--- config.mk ---
export PLATFORM = sky130hd
export DESIGN_NAME = clkgen_top
export DESIGN_NICKNAME = d
export VERILOG_FILES = /design/src/rtl/clkgen_pkg.sv /design/src/rtl/clkgen_div.sv /design/src/rtl/clkgen_switch.sv /design/src/rtl/clkgen_stby_ctrl.sv /design/src/rtl/clkgen_top.sv
export SDC_FILE = /design/constraint.sdc
export NUM_CORES = 1
export LEC_CHECK = 0
export ABC_AREA = 0
export CORE_MARGIN = 3
export CORE_UTILIZATION = 40
export DETAILED_ROUTE_END_ITERATION = 7
export DONT_BUFFER_PORTS = 1
export GPL_TIMING_DRIVEN = 1
export PLACE_DENSITY_LB_ADDON = 0.12
export SETUP_SLACK_MARGIN = 0.15
export SLEW_MARGIN = 10
export SYNTH_ARGS = -nofsm -noshare
export SYNTH_HDL_FRONTEND = slang
export SYNTH_SLANG_ARGS = --single-unit
--- constraint.sdc ---
create_clock -name clk -period 3.2 [get_ports clk]
set_clock_uncertainty 0.05 [all_clocks]
set_input_delay 0.64 -clock clk [delete_from_list [all_inputs] [get_ports clk]]
set_output_delay 0.64 -clock clk [all_outputs]
set_load 0.01 [all_outputs]
--- src/rtl/clkgen_pkg.sv ---
package clkgen_pkg;
  // standby control register fields
  localparam int B_SSTOP = 7;   // subsystem oscillator shutdown
  localparam int B_MSTOP = 6;   // main oscillator stop
  localparam int B_SEL   = 5;   // subsystem clock as CPU source
  localparam int B_PERI  = 2;   // peripheral clock enable
  localparam logic [7:0] STBY_RESET = 8'h04;
  localparam logic [7:0] MODE_RESET = 8'h00;

  localparam logic ADDR_STBY = 1'b0;
  localparam logic ADDR_MODE = 1'b1;

  typedef enum logic [1:0] {
    REQ_NONE = 2'b00,
    REQ_HALT = 2'b01,
    REQ_STOP = 2'b10,
    REQ_RSVD = 2'b11
  } stby_req_e;
endpackage

--- src/rtl/clkgen_div.sv ---
module clkgen_div #(
  parameter int STAGES = 5
) (
  input  logic              clk,
  input  logic              rst,
  input  logic              run,
  output logic [STAGES-1:0] taps
);
  logic [STAGES-1:0] cnt_q;

  always_ff @(posedge clk) begin
    if (rst || !run) cnt_q <= '0;
    else             cnt_q <= cnt_q + 1'b1;
  end

  // tap k has a period of 2^(k+1) main cycles
  for (genvar k = 0; k < STAGES; k++) begin : g_tap
    assign taps[k] = cnt_q[k];
  end
endmodule

--- src/rtl/clkgen_switch.sv ---
module clkgen_switch #(
  parameter int NCAND     = 6,
  parameter int IDX_W     = 3,
  parameter int SUB_IDX   = 5,
  parameter int RESET_IDX = 4
) (
  input  logic             clk,
  input  logic             rst,
  input  logic [NCAND-1:0] cand,
  input  logic [IDX_W-1:0] tgt_idx,
  input  logic             run,
  input  logic             stdby,
  output logic             cpu_clk,
  output logic             src_sub
);
  logic [IDX_W-1:0] cur_q;
  logic             gate_q;
  logic             cpu_q;
  logic             cur_lvl, tgt_lvl;

  always_comb begin
    cur_lvl = cand[cur_q];
    tgt_lvl = cand[tgt_idx];
  end

  always_ff @(posedge clk) begin
    if (rst) begin
      cur_q  <= IDX_W'(RESET_IDX);
      gate_q <= 1'b1;
      cpu_q  <= 1'b0;
    end else begin
      if (cur_q != tgt_idx && !cur_lvl && !tgt_lvl) cur_q <= tgt_idx;
      if (!cur_lvl) gate_q <= run;
      cpu_q <= cur_lvl & gate_q;
    end
  end

  assign cpu_clk = cpu_q;
  assign src_sub = (cur_q == IDX_W'(SUB_IDX));


  glitch_free_chk: assert property (@(posedge clk) disable iff (rst)
    (cur_q != $past(cur_q)) |-> !cpu_q);


  halt_gate_chk: assert property (@(posedge clk) disable iff (rst)
    (stdby && $past(stdby) && !cpu_q) |=> !cpu_q);
endmodule

--- src/rtl/clkgen_stby_ctrl.sv ---
module clkgen_stby_ctrl
  import clkgen_pkg::*;
#(
  parameter int DATA_W     = 8,
  parameter int CODE_W     = 3,
  parameter int DIV_STAGES = 5,
  parameter int IDX_W      = 3,
  parameter int SUB_IDX    = 5
) (
  input  logic              clk,
  input  logic              rst,
  input  logic              wr_en,
  input  logic              wr_addr,
  input  logic [DATA_W-1:0] wr_data,
  input  logic              irq_pending,
  input  logic              src_sub,
  output logic [IDX_W-1:0]  tgt_idx,
  output logic              run,
  output logic              stdby,
  output logic              main_osc_en,
  output logic              sub_osc_en,
  output logic              peri_en
);
  logic              sel_q, main_stop_q, sub_stop_q, peri_q;
  logic              halt_q, stop_q, main_en_q, sub_en_q;
  logic [CODE_W-1:0] code_q;

  logic              sel_nxt, main_stop_nxt, sub_stop_nxt, peri_nxt;
  logic              halt_nxt, stop_nxt, selected;
  logic              wr_sb, wr_md, halt_req, stop_req;
  logic [CODE_W-1:0] code_nxt;
  stby_req_e         req;

  logic unused_bits;
  assign unused_bits = ^{wr_data[4:3], wr_data[DATA_W-1:CODE_W]};

  function automatic logic [IDX_W-1:0] tap_of(input logic [CODE_W-1:0] c);
    if (int'(c) < DIV_STAGES) return IDX_W'(DIV_STAGES - 1 - int'(c));
    return '0;
  endfunction

  always_comb begin
    wr_sb         = wr_en && (wr_addr == ADDR_STBY);
    wr_md         = wr_en && (wr_addr == ADDR_MODE);
    req           = stby_req_e'(wr_data[1:0]);
    sel_nxt       = sel_q;
    main_stop_nxt = main_stop_q;
    sub_stop_nxt  = sub_stop_q;
    peri_nxt      = peri_q;
    if (wr_sb) begin
      // a kept main stop pins the selection to the subsystem clock
      sel_nxt       = wr_data[B_SEL] | (wr_data[B_MSTOP] & main_stop_q);
      main_stop_nxt = wr_data[B_MSTOP] & src_sub & sel_q & sel_nxt;
      sub_stop_nxt  = wr_data[B_SSTOP] & ~sel_nxt & ~sel_q & ~src_sub;
      peri_nxt      = wr_data[B_PERI];
    end
    selected = sel_nxt | src_sub;
    halt_req = wr_sb && (req == REQ_HALT);
    stop_req = wr_sb && (req == REQ_STOP) && !selected;
    halt_nxt = (halt_q | halt_req) & ~irq_pending;
    stop_nxt = (stop_q | stop_req) & ~irq_pending & ~selected;
    code_nxt = wr_md ? wr_data[CODE_W-1:0] : code_q;
  end

  always_ff @(posedge clk) begin
    if (rst) begin
      sel_q       <= STBY_RESET[B_SEL];
      main_stop_q <= STBY_RESET[B_MSTOP];
      sub_stop_q  <= STBY_RESET[B_SSTOP];
      peri_q      <= STBY_RESET[B_PERI];
      code_q      <= MODE_RESET[CODE_W-1:0];
      halt_q      <= 1'b0;
      stop_q      <= 1'b0;
      main_en_q   <= 1'b0;
      sub_en_q    <= 1'b1;
    end else begin
      sel_q       <= sel_nxt;
      main_stop_q <= main_stop_nxt;
      sub_stop_q  <= sub_stop_nxt;
      peri_q      <= peri_nxt;
      code_q      <= code_nxt;
      halt_q      <= halt_nxt;
      stop_q      <= stop_nxt;
      main_en_q   <= ~stop_nxt & ~main_stop_nxt;
      sub_en_q    <= ~sub_stop_nxt;
    end
  end

  assign tgt_idx     = (sel_q | main_stop_q) ? IDX_W'(SUB_IDX) : tap_of(code_q);
  assign stdby       = halt_q | stop_q;
  assign run         = ~stdby;
  assign main_osc_en = main_en_q;
  assign sub_osc_en  = sub_en_q;
  assign peri_en     = peri_q;

  logic rst_seen;
  always_ff @(posedge clk) rst_seen <= rst;

  always_ff @(posedge clk) begin
    if (rst_seen) begin

      rst_osc_chk: assert (!main_en_q);
    end
  end


  stop_on_sub_chk: assert property (@(posedge clk) disable iff (rst)
    (wr_sb && req == REQ_STOP && src_sub) |=> !stop_q);


  main_stop_src_chk: assert property (@(posedge clk) disable iff (rst)
    main_stop_q |-> src_sub);


  sub_stop_src_chk: assert property (@(posedge clk) disable iff (rst)
    sub_stop_q |-> !src_sub);
endmodule

--- src/rtl/clkgen_top.sv ---
module clkgen_top #(
  parameter int DATA_W     = 8,
  parameter int CODE_W     = 3,
  parameter int DIV_STAGES = 5
) (
  input  logic              clk,
  input  logic              rst,
  input  logic              wr_en,
  input  logic              wr_addr,
  input  logic [DATA_W-1:0] wr_data,
  input  logic              irq_pending,
  input  logic              sub_clk_in,
  output logic              main_osc_en,
  output logic              sub_osc_en,
  output logic              cpu_clk,
  output logic              peri_clk,
  output logic              sub_clk_out,
  output logic              cpu_src_sub
);
  localparam int NCAND   = DIV_STAGES + 1;
  localparam int SUB_IDX = DIV_STAGES;
  localparam int IDX_W   = $clog2(NCAND);

  logic [DIV_STAGES-1:0] taps;
  logic [IDX_W-1:0]      tgt_idx;
  logic                  run, stdby, peri_en, sub_q, peri_q;

  clkgen_stby_ctrl #(
    .DATA_W(DATA_W), .CODE_W(CODE_W), .DIV_STAGES(DIV_STAGES),
    .IDX_W(IDX_W), .SUB_IDX(SUB_IDX)
  ) u_ctrl (
    .clk(clk), .rst(rst), .wr_en(wr_en), .wr_addr(wr_addr),
    .wr_data(wr_data), .irq_pending(irq_pending), .src_sub(cpu_src_sub),
    .tgt_idx(tgt_idx), .run(run), .stdby(stdby),
    .main_osc_en(main_osc_en), .sub_osc_en(sub_osc_en), .peri_en(peri_en)
  );

  clkgen_div #(.STAGES(DIV_STAGES)) u_div (
    .clk(clk), .rst(rst), .run(main_osc_en), .taps(taps)
  );

  clkgen_switch #(
    .NCAND(NCAND), .IDX_W(IDX_W), .SUB_IDX(SUB_IDX), .RESET_IDX(DIV_STAGES - 1)
  ) u_sw (
    .clk(clk), .rst(rst), .cand({sub_q, taps}), .tgt_idx(tgt_idx),
    .run(run), .stdby(stdby), .cpu_clk(cpu_clk), .src_sub(cpu_src_sub)
  );

  always_ff @(posedge clk) begin
    if (rst) begin
      sub_q  <= 1'b0;
      peri_q <= 1'b0;
    end else begin
      sub_q  <= sub_clk_in & sub_osc_en;
      peri_q <= taps[0] & peri_en & main_osc_en;
    end
  end

  assign sub_clk_out = sub_q;
  assign peri_clk    = peri_q;


  peri_stop_chk: assert property (@(posedge clk) disable iff (rst)
    !main_osc_en |=> !peri_q);
endmodule

==> results by group, run 1 <==
Timing
  • Setup Viol. Count Final: 0
  • Final Hold Vio Count: 0
  • Max_slew headroom: 76.48%
  • Minimum clock period: 2.133 ns
  • Hold WS: roughly 0.34 ns
  • Slew Limit Fails: 0
  • Crit share post-route: 66.66%
  • Maximum clock frequency: around 470 MHz
  • RSZ-0062 raised after global routing: no
  • Least-Margin Pin Slew: 0.3521 ns
  • Setup Total Neg Slack: 0 ns

Drt
  • Vias per cell: ~5.4
  • Post-route ant nets: 0
  • Total vias in the final route: about 810
  • DRC: 0
  • WL per Instance: 13.29 µm
  • Starting DRT DRC Count: 18
  • Routed wire length: ~2 mm
  • Drt pass-1 iters: 4

Synth
  • Synth warn: 0
  • Synth Instances: between 100 and 150
  • Syn_area_per_cell: 9.161 µm²
  • Synth Register Bits: 23
  • Syn nets: around 130
  • Seq/Total Area, Yosys: a little over two fifths
  • Library cells used by synthesis: 36
  • Mapped Area: around 1100 µm²

GRT
  • First-pass GRT wire length: approximately 3.5 mm
  • Vias in the first global route: about 800
  • Largest net degree at the start of global routing: 22
  • GRT Util Overall: 13.47%
  • Grt total ovfl: 0
  • Initial antenna violation count: 0

Clock tree
  • CTS Sinks: 23
  • TritonCTS clock tree: done
  • Cts bufs inserted: 3
  • Post-CTS setup buffer count: 0
  • H-tree level count: 1
  • Hold Buf Count CTS: 0
  • Clock transition at the registers of the reported paths: approximately 0.12 ns
  • Worst-skew pair later-pin latency: approximately 0.30 ns
  • Root buffer cell: clkbuf_4
  • Clock Path Buffers: 2
  • # resized after CTS: 0

Place
  • RePlAce Congestion: about 0.72
  • Number of I/O port buffers: 0
  • Area post-placement: approximately 1100 µm²
  • DPL Wire Length: between 1.5 and 2 mm
  • Placed insts: approximately 150

Die
  • I/O pin count: 20
  • Die W: slightly below 60 µm
  • Chip height: roughly 58 µm
  • # rows: 18
  • Initial Utilization: 42.86%
  • Core Area: about 2500 µm²
  • Die area: 3362 µm²

Critical path
  • Crit-path max FO: 5
  • Crit path DAT: around 2.3 ns
  • Buf/Inv on CP: 1
  • Crit end category: flip-flop
  • Worst Setup Start Kind: flip-flop
  • Crit Path Class: flip-flop to flip-flop
  • Crit path cell chain: inv_1 > ha_1 > or4b_1 > nand3_2 > a21boi_2 > o221a_4 > mux2_4
  • Worst path max stage delay: roughly 0.50 ns
  • Worst path slowest cell: or4b_1
  • Worst Path Required: 3.35 ns
  • Top delay family on crit path: simple AND/OR/NAND/NOR gates

Power
  • Worst vdd ir: between 0.2 and 0.3 mV
  • Pwr Density: around 450 nW/µm²
  • Final Total Pwr: just over 0.5 mW
  • LEAKAGE: between 0.4 and 0.5 nW

Layout
  • Most common cell after layout, fill and taps aside: dfxtp_1
  • Highest-count cells in the layout ignoring fill and taps: 23 x dfxtp_1, 15 x nor2_1, 9 x nand2_1, 8 x a21oi_1, 6 x nand3_1
  • Finished Cell Area: approximately 1100 µm²
  • Area added between synthesis and finish: 4.514%
  • Layout cell share with drive strength beyond 1: roughly an eighth
  • Finished Layout Cells: 150
  • # diodes: 0
  • Final net count: about 140

Status
  • Status: finished, final reports clean

Hold path
  • Worst Hold Class: input pin to flip-flop

Flow run
  • Max-cap violations: 0
==> flip-flops by register name (all words and copies together) (netlist names) <==
signal	count
u_sw.cur_q	3
sub_clk_out	1
u_ctrl.halt_q	1
u_ctrl.main_stop_q	1
u_div.taps	5
u_ctrl.stop_q	1
u_ctrl.sel_q	1
u_ctrl.peri_en	1
u_ctrl.sub_stop_q	1
u_ctrl.code_q	3
u_ctrl.sub_osc_en	1
u_sw.gate_q	1
u_ctrl.main_osc_en	1
u_sw.cpu_clk	1
peri_clk	1
==> metal layers <==
layer | track usage (%) | vias up | wire length [µm]
met3 | 3.118 | 4 | 88
met4 | 7.947 | 0 | 36
met1 | 16.78 | 383 | 924
met5 | 0 | - | 0
li1 | - | 415 | -
met2 | 21.13 | 11 | 945
==> cell type report <==
class                   instances  area, µm²
fillers                       268       1393
clock buffers                   4      26.28
multi-input cells              88      586.8
flip-flops and latches         23      460.4
well taps                      30      37.54
inverters                       5      18.77
==> path summary, 6_finish.rpt <==
| kind | start | end | slack, ns | depth (start not counted) |
|---|---|---|---|---|
| worst max-delay path | u_ctrl.code_q[0]$_SDFFE_PP0P_ | u_sw.cur_q[0]$_SDFFE_PP0P_ | 1.07 | 7 |
| worst min register to register | u_ctrl.peri_en$_SDFFE_PP1N_ | peri_clk$_SDFF_PP0_ | 0.41 | 2 |
| worst min-delay path | rst | u_ctrl.code_q[1]$_SDFFE_PP0P_ | 0.34 | 1 |
| worst max register to register | u_ctrl.code_q[0]$_SDFFE_PP0P_ | u_sw.cur_q[0]$_SDFFE_PP0P_ | 1.07 | 7 |
==> report_power, final <==
group          internal [mW]  switching (mW)  total (mW)
combinational         0.0339          0.0315      0.0654
sequential             0.298          0.0134       0.312
clock                 0.0486          0.0826       0.131
==> synth_stat cells <==
library cell	count	area (µm²)
a211oi_1	1	7.510
a21boi_2	1	11.26
a21o_1	2	15.01
a21oi_1	8	40.04
a31oi_1	3	18.77
and2b_1	1	7.510
and2b_2	1	8.760
and3b_1	2	17.52
buf_6	1	11.26
clkbuf_1	1	3.750
dfxtp_1	23	460.4
ha_1	2	25.02
inv_1	5	18.77
mux2_1	1	11.26
mux2_4	2	30.03
mux2i_1	5	50.05
nand2_1	9	33.78
nand2b_1	3	18.77
nand3_1	6	30.03
nand3_2	1	10.01
nand3b_1	2	15.01
nand4b_1	1	8.760
nor2_1	15	56.30
nor2_4	1	11.26
nor2b_1	1	6.260
nor3_1	4	20.02
nor3_2	1	10.01
nor3b_1	3	22.52
o21ai_0	2	10.01
o21ai_2	1	8.760
o221a_4	1	20.02
or2_2	3	18.77
or2b_1	1	7.510
or4b_1	1	10.01
xnor2_1	1	8.760
xor2_1	2	17.52
==> per-stage QoR <==
stage,util (%),setup WS (ns)
6_report,44.79,1.067
4_1_cts,44.79,1.045
2_1_floorplan,-,1.193
3_5_place_dp,43.75,1.062
5_1_grt,44.79,0.9597
3_3_place_gp,43.75,1.119
==> cell families (layout without fill, tap and decap cells) <==
kind of cell               Yosys count  after routing  share of synthesized area (%)
buffers and inverters                7              9                          3.125
DFF                                 23             23                          42.59
AOI/OAI and AO/OA                   19             19                          12.15
adders and majority gates            2              2                          2.314
xor gates and xnor gates             3              3                          2.431
and+or+nand+nor                     56             56                          28.94
muxes                                8              8                          8.449
(Power assumes the default switching activity.)
==> inputs of run 2 (changes only) <==
==> constraint.sdc (replaced) <==
create_clock -name clk -period 2.03 [get_ports clk]
set_clock_uncertainty 0.05 [all_clocks]
set_input_delay 0.406 -clock clk [delete_from_list [all_inputs] [get_ports clk]]
set_output_delay 0.406 -clock clk [all_outputs]
set_load 0.01 [all_outputs]
==> run 2 against run 1 <==
  * Sequential power grew 58%
  * Design area grew 3.3%
  * Setup slack got worse by 1.0 ns
  * Sequential share of layout area down 1.1 points
  * Final cell count is 1.3% higher
  * Count of clock-buffer cells in the layout shrank 1
  * Global-route usage is 0.36 points higher
  * Clock power is 66% higher
  * Critical path depth unchanged
  * Combinational power up 70%
  * Via count is 0.25% higher
  * Non-clock buffer count increased by 2
==> results by group, run 2 (synthesis results as in run 1) <==
Drt
  • Starting DRT DRC Count: 13 (-5)
  • Post-route ant nets: 0 (unchanged)
  • WL per Instance: 13.84 µm (+4.1%)
  • Vias per cell: 5.362 (-1.1%)
  • Drt pass-1 iters: 3 (-1)
  • Total vias in the final route: 815 (+0.25%)
  • DRC: 0 (unchanged)
  • Routed wire length: 2.104 mm (+5.5%)

GRT
  • Vias in the first global route: 802 (+0.12%)
  • Largest net degree at the start of global routing: 22 (unchanged)
  • GRT Util Overall: 13.83% (+0.36 points)
  • Grt total ovfl: 0 (unchanged)
  • First-pass GRT wire length: 3.581 mm (+2.4%)
  • Initial antenna violation count: 0 (unchanged)

Die
  • Die W: 57.99 µm (unchanged)
  • Core Area: 2522 µm² (unchanged)
  • Chip height: 57.99 µm (unchanged)
  • Die area: 3362 µm² (unchanged)
  • # rows: 18 (unchanged)
  • Initial Utilization: 42.86% (unchanged)
  • I/O pin count: 20 (unchanged)

Critical path
  • R2r startpoint: u_ctrl.code_q[0]$_SDFFE_PP0P_
  • Crit end category: flip-flop
  • Worst Path Required: 2.20 ns (-1.15 ns)
  • Crit path cell chain: inv_2 > ha_4 > or4b_4 > nand3_2 > a21boi_2 > o221a_4 > mux2_4
  • Worst setup startpoint: u_ctrl.code_q[0]$_SDFFE_PP0P_
  • Worst path max stage delay: 0.47 ns (-0.03 ns)
  • Worst Setup Start Kind: flip-flop
  • Crit path DAT: 2.14 ns (-0.15 ns)
  • Crit-path max FO: 4 (-1)
  • Worst path slowest cell: or4b_4
  • Flop2flop setup slack: 0.06 ns (-1.01 ns)
  • Crit Path Class: flip-flop to flip-flop

Clock tree
  • Worst-skew pair later-pin latency: 0.31 ns (about the same)
  • Clock transition at the registers of the reported paths: 0.13 ns (about the same)
  • Clock Path Buffers: 2 (unchanged)
  • H-tree level count: 1 (unchanged)
  • Post-CTS setup buffer count: 0 (unchanged)
  • Root buffer cell: clkbuf_4
  • CTS Sinks: 23 (unchanged)
  • TritonCTS clock tree: done
  • Cts bufs inserted: 3 (unchanged)
  • Hold Buf Count CTS: 0 (unchanged)

Power
  • Worst vdd ir: 0.5180 mV (+97%)
  • Sw Pwr: 0.2178 mW (+71%)
  • Switching part of the total: 26.52% (+1.4 points)
  • Internal power: 0.6034 mW (+58%)
  • Pwr Density: 703.5 nW/µm² (+56%)
  • Combinational power share: 13.5% (+0.6 points)
  • Final Total Pwr: 0.8213 mW (+62%)
  • LEAKAGE: 0.4522 nW (+3.1%)
  • Clock network power share: 26.6% (+0.8 points)
  • Register share of total power: 59.9% (-1.4 points)

Timing
  • Final Hold Vio Count: 0 (unchanged)
  • Slew Limit Fails: 0 (unchanged)
  • Least-Margin Pin Slew: 0.3536 ns (+0.001498 ns)
  • Max_slew headroom: 76.38% (-0.10 points)
  • Setup Viol. Count Final: 0 (unchanged)
  • Hold WS: 0.08636 ns (-0.2505 ns)
  • Maximum clock frequency: 507.7 MHz (+8.3%)
  • RSZ-0062 raised after global routing: yes
  • Crit share post-route: 97.02% (+30 points)
  • Minimum clock period: 1.970 ns (-0.1636 ns)

Layout
  • Layout cell share with drive strength beyond 1: 19.67% (+7.2 points)
  • # diodes: 0 (unchanged)
  • Final net count: 139 (+1.5%)
  • Highest-count cells in the layout ignoring fill and taps: 21 x dfxtp_1, 15 x nor2_1, 9 x nand2_1, 8 x a21oi_1, 6 x nand3_1
  • Most common cell after layout, fill and taps aside: dfxtp_1
  • Area added between synthesis and finish: 7.986%
  • Largest register FFs: 5 (unchanged)

Hold path
  • Worst Hold Class: input pin to flip-flop
  • Hold Crit Start: rst

Status
  • Status: finished, final reports clean

Place
  • DPL Wire Length: 1.582 mm (+4.2%)
  • Number of I/O port buffers: 0 (unchanged)
  • RePlAce Congestion: 0.7377 (+2.4%)

Flow run
  • Max-cap violations: 0 (unchanged)
[run 2: cell count changes in the layout (fill, tap and decap cells not counted)]
cell        before  now
inv_2            0    2
clkinvlp_4       0    1
dfxtp_1         23   21
ha_4             0    1
buf_4            0    2
ha_1             2    1
or4b_4           0    1
clkbuf_1         1    0
dfxtp_2          0    2
inv_1            5    3
or4b_1           1    0
[run 2: path summary, 6_finish.rpt]
path                                    to  cells past startpoint
min          u_ctrl.code_q[0]$_SDFFE_PP0P_                      1
max reg2reg     u_sw.cur_q[0]$_SDFFE_PP0P_                      7
min reg2reg            peri_clk$_SDFF_PP0_                      2
max             u_sw.cur_q[0]$_SDFFE_PP0P_                      7
[run 2: per-layer routing]
layer  vias to the layer above  GRT usage [%]  wire [µm]  share of wire [%]
li1                        416              -          -                  -
met1                       385          17.17        982                 47
met2                        12          22.90       1013                 48
met3                         2          5.122         91                4.3
met4                         0          2.980         15               0.71
met5                         -              0          0                  0
[run 2: metrics by stage]
stage,cell area (µm²),worst slack [ns],util (%),cells,setup TNS (ns)
2_1_floorplan,1086,0.09201,-,118,0
3_3_place_gp,1124,0.06477,44.54,148,0
3_5_place_dp,1124,0.05516,44.54,148,0
4_1_cts,1164,0.05375,46.13,152,0
5_1_grt,1167,-0.004677,46.28,152,-0.008198
6_report,1167,0.06042,46.28,152,0
[run 2: power by group through the flow]
stage	clock network, mW	logic, mW	registers (mW)
finish	0.218	0.111	0.492
global route	0.245	0.125	0.495
CTS	0.228	0.111	0.492
detailed placement	0	0.109	0.501
global placement	0	0.107	0.501
floorplan	0	0.0964	0.497
[run 2: final cells by class]
cell class / count / area (µm²)
multi-input combinational: 88 / 603.1
clock inverter: 1 / 7.507
fill: 253 / 1355
clock buffer: 3 / 22.52
tap: 30 / 37.54
sequential: 23 / 462.9
timing repair buffer: 2 / 15.01
inverter: 5 / 18.77
[run 2: worst max-delay path, delay by kind of cell, from the launching register on]
kind / cells / cell delay, ns
AO/OA/AOI/OAI: 2 / 0.39
adder cells (fa/ha/maj): 1 / 0.15
buffers and inverters: 1 / 0.04
flip-flops: 1 / 0.35
multiplexers: 1 / 0.30
AND/OR/NAND/NOR: 2 / 0.59
[run 2: timing repair]
action | CTS | global route
setup endpoints to repair | 2 | 3
gates resized for setup | 2 | 1
pin swaps | 1 | 0
